**src/rtl/sic_pkg.sv**
```systemverilog
package sic_pkg;
   // Register window offsets (byte addresses)
   localparam int unsigned OFS_CTRL  = 'h000;
   localparam int unsigned OFS_PMASK = 'h00C;
   localparam int unsigned OFS_SEC   = 'h080;
   localparam int unsigned OFS_ENSET = 'h100;
   localparam int unsigned OFS_ENCLR = 'h180;
   localparam int unsigned OFS_PRIO  = 'h400;
   localparam int unsigned OFS_PEND  = 'hD00;
   // Control bit positions
   localparam int unsigned CTRL_GLOBAL_BIT = 0;
   localparam int unsigned CTRL_NONSEC_BIT = 1;
endpackage

```
**src/rtl/sic_regs.sv**
```systemverilog
module sic_regs
   import sic_pkg::*;
#(
   parameter int NUM_SRC = 128,
   parameter int DATA_W  = 32,
   parameter int PRIO_W  = 8,
   parameter int ADDR_W  = 12
) (
   input  logic                      clk,
   input  logic                      rst_n,
   input  logic                      we,
   input  logic [ADDR_W-1:0]         addr,
   input  logic [DATA_W-1:0]         wdata,
   input  logic [NUM_SRC-1:0]        pend,
   output logic [DATA_W-1:0]         rdata,
   output logic [NUM_SRC-1:0]        en_q,
   output logic [NUM_SRC-1:0]        sec_q,
   output logic [NUM_SRC*PRIO_W-1:0] prio_q,
   output logic [PRIO_W-1:0]         mask_q,
   output logic                      ge_q,
   output logic                      nse_q
);
   localparam int NUM_BANK  = NUM_SRC / DATA_W;
   localparam int PER_WORD  = DATA_W / PRIO_W;
   localparam int NUM_PWORD = NUM_SRC / PER_WORD;

   localparam logic [ADDR_W-1:0] A_CTRL  = ADDR_W'(OFS_CTRL);
   localparam logic [ADDR_W-1:0] A_PMASK = ADDR_W'(OFS_PMASK);

   // Control and mask
   always_ff @(posedge clk or negedge rst_n) begin
      if (!rst_n) begin
         ge_q   <= 1'b0;
         nse_q  <= 1'b0;
         mask_q <= '0;
      end else if (we) begin
         if (addr == A_CTRL) begin
            ge_q  <= wdata[CTRL_GLOBAL_BIT];
            nse_q <= wdata[CTRL_NONSEC_BIT];
         end
         if (addr == A_PMASK) mask_q <= wdata[PRIO_W-1:0];
      end
   end

   // Per-bank enable and security words
   for (genvar b = 0; b < NUM_BANK; b++) begin : g_bank
      localparam logic [ADDR_W-1:0] A_SET = ADDR_W'(OFS_ENSET + 4*b);
      localparam logic [ADDR_W-1:0] A_CLR = ADDR_W'(OFS_ENCLR + 4*b);
      localparam logic [ADDR_W-1:0] A_SEC = ADDR_W'(OFS_SEC + 4*b);
      logic [DATA_W-1:0] set_m, clr_m;
      assign set_m = (we && addr == A_SET) ? wdata : '0;
      assign clr_m = (we && addr == A_CLR) ? wdata : '0;

      always_ff @(posedge clk or negedge rst_n) begin
         if (!rst_n) begin
            en_q[b*DATA_W +: DATA_W]  <= '0;
            sec_q[b*DATA_W +: DATA_W] <= '0;
         end else begin
            en_q[b*DATA_W +: DATA_W] <= (en_q[b*DATA_W +: DATA_W] | set_m) & ~clr_m;
            if (we && addr == A_SEC) sec_q[b*DATA_W +: DATA_W] <= wdata;
         end
      end
   end

   // Packed priority words
   for (genvar w = 0; w < NUM_PWORD; w++) begin : g_pword
      localparam logic [ADDR_W-1:0] A_PW = ADDR_W'(OFS_PRIO + 4*w);
      always_ff @(posedge clk or negedge rst_n) begin
         if (!rst_n)                 prio_q[w*DATA_W +: DATA_W] <= '0;
         else if (we && addr == A_PW) prio_q[w*DATA_W +: DATA_W] <= wdata;
      end
   end

   // Read multiplexer
   always_comb begin
      rdata = '0;
      if (addr == A_CTRL) begin
         rdata[CTRL_GLOBAL_BIT] = ge_q;
         rdata[CTRL_NONSEC_BIT] = nse_q;
      end
      if (addr == A_PMASK) rdata[PRIO_W-1:0] = mask_q;
      for (int b = 0; b < NUM_BANK; b++) begin
         if (addr == ADDR_W'(OFS_ENSET + 4*b) || addr == ADDR_W'(OFS_ENCLR + 4*b))
            rdata = en_q[b*DATA_W +: DATA_W];
         if (addr == ADDR_W'(OFS_SEC + 4*b))  rdata = sec_q[b*DATA_W +: DATA_W];
         if (addr == ADDR_W'(OFS_PEND + 4*b)) rdata = pend[b*DATA_W +: DATA_W];
      end
      for (int w = 0; w < NUM_PWORD; w++) begin
         if (addr == ADDR_W'(OFS_PRIO + 4*w)) rdata = prio_q[w*DATA_W +: DATA_W];
      end
   end
endmodule

```
**src/rtl/sic_qualify.sv**
```systemverilog
module sic_qualify #(
   parameter int NUM_SRC = 128,
   parameter int PRIO_W  = 8
) (
   input  logic [NUM_SRC-1:0]        src,
   input  logic [NUM_SRC-1:0]        en,
   input  logic [NUM_SRC-1:0]        sec,
   input  logic [NUM_SRC*PRIO_W-1:0] prio,
   input  logic [PRIO_W-1:0]         mask,
   output logic [NUM_SRC-1:0]        pend,
   output logic                      want_irq,
   output logic                      want_fiq
);
   logic [NUM_SRC-1:0] elig;

   for (genvar n = 0; n < NUM_SRC; n++) begin : g_src
      assign pend[n] = src[n] & en[n];
      assign elig[n] = pend[n] & (prio[n*PRIO_W +: PRIO_W] < mask);
   end

   assign want_irq = |(elig & sec);
   assign want_fiq = |(elig & ~sec);
endmodule

```
**src/rtl/sic_outreg.sv**
```systemverilog
module sic_outreg (
   input  logic clk,
   input  logic rst_n,
   input  logic want_irq,
   input  logic want_fiq,
   input  logic ge,
   input  logic nse,
   output logic irq_o,
   output logic fiq_o
);
   always_ff @(posedge clk or negedge rst_n) begin
      if (!rst_n) begin
         irq_o <= 1'b0;
         fiq_o <= 1'b0;
      end else begin
         irq_o <= want_irq & ge & nse;
         fiq_o <= want_fiq & ge;
      end
   end
endmodule

```
**src/rtl/secure_irq_ctrl.sv**
```systemverilog
module secure_irq_ctrl #(
   parameter int NUM_SRC = 128,
   parameter int DATA_W  = 32,
   parameter int PRIO_W  = 8,
   parameter int ADDR_W  = 12
) (
   input  logic               clk,
   input  logic               rst_n,
   input  logic [NUM_SRC-1:0] src_i,
   input  logic               reg_we,
   input  logic [ADDR_W-1:0]  reg_addr,
   input  logic [DATA_W-1:0]  reg_wdata,
   output logic [DATA_W-1:0]  reg_rdata,
   output logic               irq_o,
   output logic               fiq_o
);
   localparam int NUM_BANK  = NUM_SRC / DATA_W;
   localparam int NUM_PWORD = NUM_SRC * PRIO_W / DATA_W;

   // Elaboration-time parameter checks
   if (NUM_SRC % DATA_W != 0) begin : g_bad_banks
      $error("NUM_SRC must be a multiple of DATA_W");
   end
   if (DATA_W % PRIO_W != 0) begin : g_bad_prio
      $error("PRIO_W must divide DATA_W");
   end
   if (ADDR_W < 12) begin : g_bad_addr
      $error("ADDR_W must be at least 12");
   end
   if (NUM_BANK * 4 > 'h80) begin : g_bad_bank_window
      $error("too many banks for the register windows");
   end
   if (NUM_PWORD * 4 > 'h900) begin : g_bad_prio_window
      $error("too many priority words for the priority window");
   end

   logic [NUM_SRC-1:0]        en_q, sec_q, pend;
   logic [NUM_SRC*PRIO_W-1:0] prio_q;
   logic [PRIO_W-1:0]         mask_q;
   logic                      ctrl_ge, ctrl_nse, want_irq, want_fiq;

   sic_regs #(.NUM_SRC(NUM_SRC), .DATA_W(DATA_W), .PRIO_W(PRIO_W), .ADDR_W(ADDR_W)) u_regs (
      .clk(clk), .rst_n(rst_n), .we(reg_we), .addr(reg_addr), .wdata(reg_wdata),
      .pend(pend), .rdata(reg_rdata), .en_q(en_q), .sec_q(sec_q), .prio_q(prio_q),
      .mask_q(mask_q), .ge_q(ctrl_ge), .nse_q(ctrl_nse)
   );

   sic_qualify #(.NUM_SRC(NUM_SRC), .PRIO_W(PRIO_W)) u_qual (
      .src(src_i), .en(en_q), .sec(sec_q), .prio(prio_q), .mask(mask_q),
      .pend(pend), .want_irq(want_irq), .want_fiq(want_fiq)
   );

   sic_outreg u_out (
      .clk(clk), .rst_n(rst_n), .want_irq(want_irq), .want_fiq(want_fiq),
      .ge(ctrl_ge), .nse(ctrl_nse), .irq_o(irq_o), .fiq_o(fiq_o)
   );
endmodule

```
**config.mk**
```make
export PLATFORM = sky130hd
export DESIGN_NAME = secure_irq_ctrl
export DESIGN_NICKNAME = d
export VERILOG_FILES = /design/src/rtl/sic_pkg.sv /design/src/rtl/sic_regs.sv /design/src/rtl/sic_qualify.sv /design/src/rtl/sic_outreg.sv /design/src/rtl/secure_irq_ctrl.sv
export SDC_FILE = /design/constraint.sdc
export NUM_CORES = 2
export LEC_CHECK = 0
export BUFFER_PORTS_ARGS = -buffer_cell sky130_fd_sc_hd__buf_2
export CORE_ASPECT_RATIO = 1.4
export CORE_MARGIN = 1
export CORE_UTILIZATION = 60
export DETAILED_ROUTE_END_ITERATION = 6
export PLACE_DENSITY = 0.8
export RECOVER_POWER = 25
export SETUP_SLACK_MARGIN = 0.02
export SLEW_MARGIN = 20
export SYNTH_ARGS = -nofsm -noshare
export SYNTH_HDL_FRONTEND = slang
export SYNTH_SLANG_ARGS = --single-unit
```
**constraint.sdc**
```tcl
create_clock -name clk -period 7.45 [get_ports clk]
set_input_delay 1.8625 -clock clk [delete_from_list [all_inputs] [get_ports clk]]
set_output_delay 1.8625 -clock clk [all_outputs]
set_load 0.05 [all_outputs]
```
==> results of run 1 <==
-- synth_stat cells (33+ instances only) --
cell	instances
nand2_1	481
nor3_1	103
mux2_2	1165
o221ai_1	96
nand4_1	74
o2111ai_1	37
o211ai_1	77
a22oi_1	88
o21ai_0	319
a21oi_1	693
a31oi_1	52
nor2b_1	62
nand3_1	218
buf_1	135
inv_1	75
a211oi_1	100
clkbuf_1	248
o22ai_1	147
nand2b_1	46
buf_2	131
nor2_1	320
a21o_1	118
nor4_1	60
nand3b_1	38
a222oi_1	67
a221oi_1	70
a2111oi_0	56
dfrtp_1	1292
ha_1	896
o21ai_1	33
-- per-stage QoR --
step / instance area, um2 / hold slack (ps)
after floorplan: 82400 / 479
after global placement: 89600 / 502
after detailed placement: 89600 / 513
after CTS: 94400 / 528
-- cells by family after synthesis --
logic type,synth area share [%]
flops,39.3
fa+ha+maj,13.6
simple gates,9.91
buf+inv,3.18
mux,16.0
compound gates,18.1
-- repair_timing --
action,CTS
cloned,0
pin swaps,8
resized for setup,54
buffers inserted,2
endpoints found under the setup margin,24
==> out/results.txt, run 1 <==
Sequential share of the synthesized area = 39.3%
Share of the synthesized area in the top cell type = 39.3%
Synthesis Warnings = 0
DP HPWL = 361 mm
Worst slack, placed = -874 ps
Port-buffer cells = 208
Synth area leader = dfrtp_1
CTS HTree Levels = 4
Synthesized net count = 8883
Clock Path Buffers = 3
Syn avg cell area = 10.5 um2
Starting density of the core = 60.6%
Die Width = 315 um
Die height = 440 um
Largest net degree at the start of global routing = 173
I/O pins = 209
Post-cts hold buffer count = 0
Number of flops mapped to enable cells by yosys = 0
Status = did not finish
Error msg = [ERROR GRT-0183] Net net1376: the 3D maze router ran out of legal paths (heap underflow) - the net is boxed in by local congestion or blockages.
Post-synthesis cell type count = 100
Fraction of registers with async set or reset after synthesis = 100%
Site row count = 160
Cells after Synth = 7812
Root Driver = clkbuf_16
Post-Syn Area = 82400 um2
Exit stage = global routing
Main area contributors after synthesis = dfrtp_1 (39%), mux2_2 (16%), ha_1 (14%)
Yosys reg bits = 1292
CTS buffer count = 136
Primary FF master, synth = dfrtp_1
Placed Cells = 9916
Sink Count = 1292
RD Place Congestion = 1.25
==> run 2, diff against run 1 <==
--- a/config.mk
+++ b/config.mk
@@ -6,13 +6,11 @@
 export NUM_CORES = 2
 export LEC_CHECK = 0
 export BUFFER_PORTS_ARGS = -buffer_cell sky130_fd_sc_hd__buf_2
-export CORE_ASPECT_RATIO = 1.4
 export CORE_MARGIN = 1
-export CORE_UTILIZATION = 60
+export CORE_UTILIZATION = 40
 export DETAILED_ROUTE_END_ITERATION = 6
-export PLACE_DENSITY = 0.8
+export PLACE_DENSITY_LB_ADDON = 0.15
 export RECOVER_POWER = 25
-export SETUP_SLACK_MARGIN = 0.02
 export SLEW_MARGIN = 20
 export SYNTH_ARGS = -nofsm -noshare
 export SYNTH_HDL_FRONTEND = slang
==> out/results.txt, run 2 <==
Register Area = 32300 um2
Clock skew = 37.7 ps
Failing checks = capacitance limit, slew limit, setup timing
Site row count = 166 (was 160)
Top Registers = u_regs.prio_q: 1024 flops, u_regs.en_q: 128 flops, u_regs.sec_q: 128 flops
Final hold viol count = 0
Synthesized net count = 8883 (unchanged)
Die height = 456 um (was 440 um)
PD cells = 164 nW/um2
Pleak = 49.1 nW
Layout cells sized above 1 = 32.3%
Post-Route WL = 562 mm
CTS tree = done
Critical Path AT = 5760 ps
CTS HTree Levels = 4 (unchanged)
# fillers = 19000
Root Driver = clkbuf_16 (unchanged)
Final net count = 9626
Top post-synthesis cells by count = dfrtp_1 (1292), mux2_2 (1165), ha_1 (896), a21oi_1 (693), nand2_1 (481) (unchanged)
Number of flops mapped to enable cells by yosys = 0 (unchanged)
Met2 Use GR = 71.0%
Most frequent cells in the layout = dfrtp_1 (1291), mux2_2 (1165), ha_1 (896)
Status = complete, but fails checks (was did not finish)
Pwr Total = 16.4 mW
Routed Antenna Nets = 0
Post-Syn Area = 82400 um2 (unchanged)
Initial DRC Count = 14800
Worst setup SP type = input pin
Fraction of registers with async set or reset after synthesis = 100% (unchanged)
Layout area overhead = 21.0%
Total GRT Usage = 52.7%
Slew headroom = -168%
Starting density of the core = 40.3% (was 60.6%)
Clock Path Buffers = 3 (unchanged)
Sequential share of the synthesized area = 39.3% (unchanged)
Initial antenna violation count = 109
Clock transition at path regs = 60 ps
Synthesis Warnings = 0 (unchanged)
Largest net degree at the start of global routing = 153
Most common cell after layout, fill and taps aside = dfrtp_1
Worst-Skew Late Latency = 850 ps
Max reg flops = 1024
Syn avg cell area = 10.5 um2 (unchanged)
Met3 usage = 21.6%
Main area contributors after synthesis = dfrtp_1 (39%), mux2_2 (16%), ha_1 (14%) (unchanged)
Final Cell Area = 99700 um2
Setup TNS = -1640 ps
RD Place Congestion = 1.14 (was 1.25)
Tightest Hold Check Type = register to register
Worst slew pin tran = 4020 ps
Vias in the first global route = 75800
Cells after Synth = 7812 (unchanged)
DR vias/cell = 7.22
Vias = 82400
Tcrit/Tclk final = 102%
Yosys reg bits = 1292 (unchanged)
Critical path type = input pin to output pin
Global-route wire length before repair = 730 mm
Core ar. = 205000 um2
Critical Path RT = 5590 ps
Unrepaired setup endpoints after global routing = yes
Die ar. = 208000 um2
Synth area leader = dfrtp_1 (unchanged)
Top Usage Layer GRT = met2
Share of the synthesized area in the top cell type = 39.3% (unchanged)
Worst slack, placed = -1190 ps (was -874 ps)
Post-cts hold buffer count = 0 (unchanged)
Sink Count = 1292 (unchanged)
Met1 usage = 68.0%
DP HPWL = 432 mm (was 361 mm)
DR WL/cell = 49.2 um
Multi-input gate area = 48600 um2
Max-slew violations = 816
Post-route DRC violation count = 0
Port-buffer cells = 208 (unchanged)
Max Clock Freq = 131 MHz
Setup ws final = -168 ps
Critical-path maximum fanout = 8
Die Width = 456 um (was 315 um)
Placed Area = 93400 um2 (was 89600 um2)
Grt total ovfl = 0
I/O pins = 209 (unchanged)
Max_cap viols = 11
Count leader, synth = dfrtp_1 (unchanged)
Setup violators final = 22
Post-synthesis cell type count = 100 (unchanged)
CTS buffer count = 160 (was 136)
Reg with most FFs = u_regs.prio_q
Drt first pass iters = 7
Primary FF master, synth = dfrtp_1 (unchanged)
VDD IR max = 0.249 mV
Setup crit end kind = output pin
Final min period = 7620 ps
run 2: critical path, cell delays in order:
cell	delay (ps)
buf_2	210
or4b_4	190
buf_12	120
buf_4	170
nor3_4	70
buf_4	200
a32oi_1	330
o211ai_1	210
a2111oi_2	630
buf_4	230
o21a_1	240
o311ai_1	140
buf_4	240
a21oi_1	430
nor2_1	80
buf_4	160
buf_2	200
run 2: per-stage QoR:
step	hold WS, ps	utilization (%)	cells
floorplan	479	-	7812
global placement	509	45.6	11100
detailed placement	519	45.7	11100
CTS	532	48.6	11400
global route	544	48.7	11400
finish	539	48.7	11400
run 2: final timing paths:
kind / from / to / slack [ps] / depth (start not counted)
setup / recovery: reg_addr[5] / reg_rdata[28] / -170 / 17
min in group asynchronous: rst_n / u_regs.en_q[56] / 2250 / 1
max in group asynchronous: rst_n / u_regs.prio_q[593] / 770 / 2
setup reg to reg: u_regs.mask_q[1] / u_out.fiq_o / 1840 / 12
hold reg to reg: u_regs.sec_q[42] / u_regs.sec_q[42] / 540 / 1
hold / removal: u_regs.sec_q[42] / u_regs.sec_q[42] / 540 / 1
run 2: kinds of logic (layout without fill, tap and decap cells):
group	Yosys count	count (layout)	synth area share [%]
compound gates	2239	2239	18.1
simple gates	1599	1599	9.91
mux	1170	1170	16.0
flops	1292	1292	39.3
other cells	0	36	0
fa+ha+maj	896	896	13.6
buf+inv	616	1486	3.18
run 2: what timing repair did:
item                                   4_1_cts  5_1_grt
pin swaps                                   18       20
gates resized for setup                    105       61
endpoints found under the hold margin        0        0
setup buffers                                6        7
setup endpoints to repair                   26       24
run 2: layout make-up:
type	count	share of cell area, %
antenna	36	0.0904
clock buffer	223	4.56
multi-input combinational	5904	48.7
sequential	1292	32.4
inverter	76	0.323
tap	2688	3.37
timing repair buffer	1121	9.67
clock inverter	66	0.816
run 2: layer usage:
layer	part of all wire (%)	vias to the layer above
li1	-	31700
met1	38	42200
met2	39	6704
met3	14	1685
met4	8.4	76
met5	0.090	-
run 2: power breakdown:
group | switching [mW] | total (mW) | internal, mW
logic | 0.854 | 1.07 | 0.215
registers | 0.0527 | 7.10 | 7.05
clock network | 3.62 | 8.21 | 4.58
Note: power is estimated with default switching activity, not from simulation.
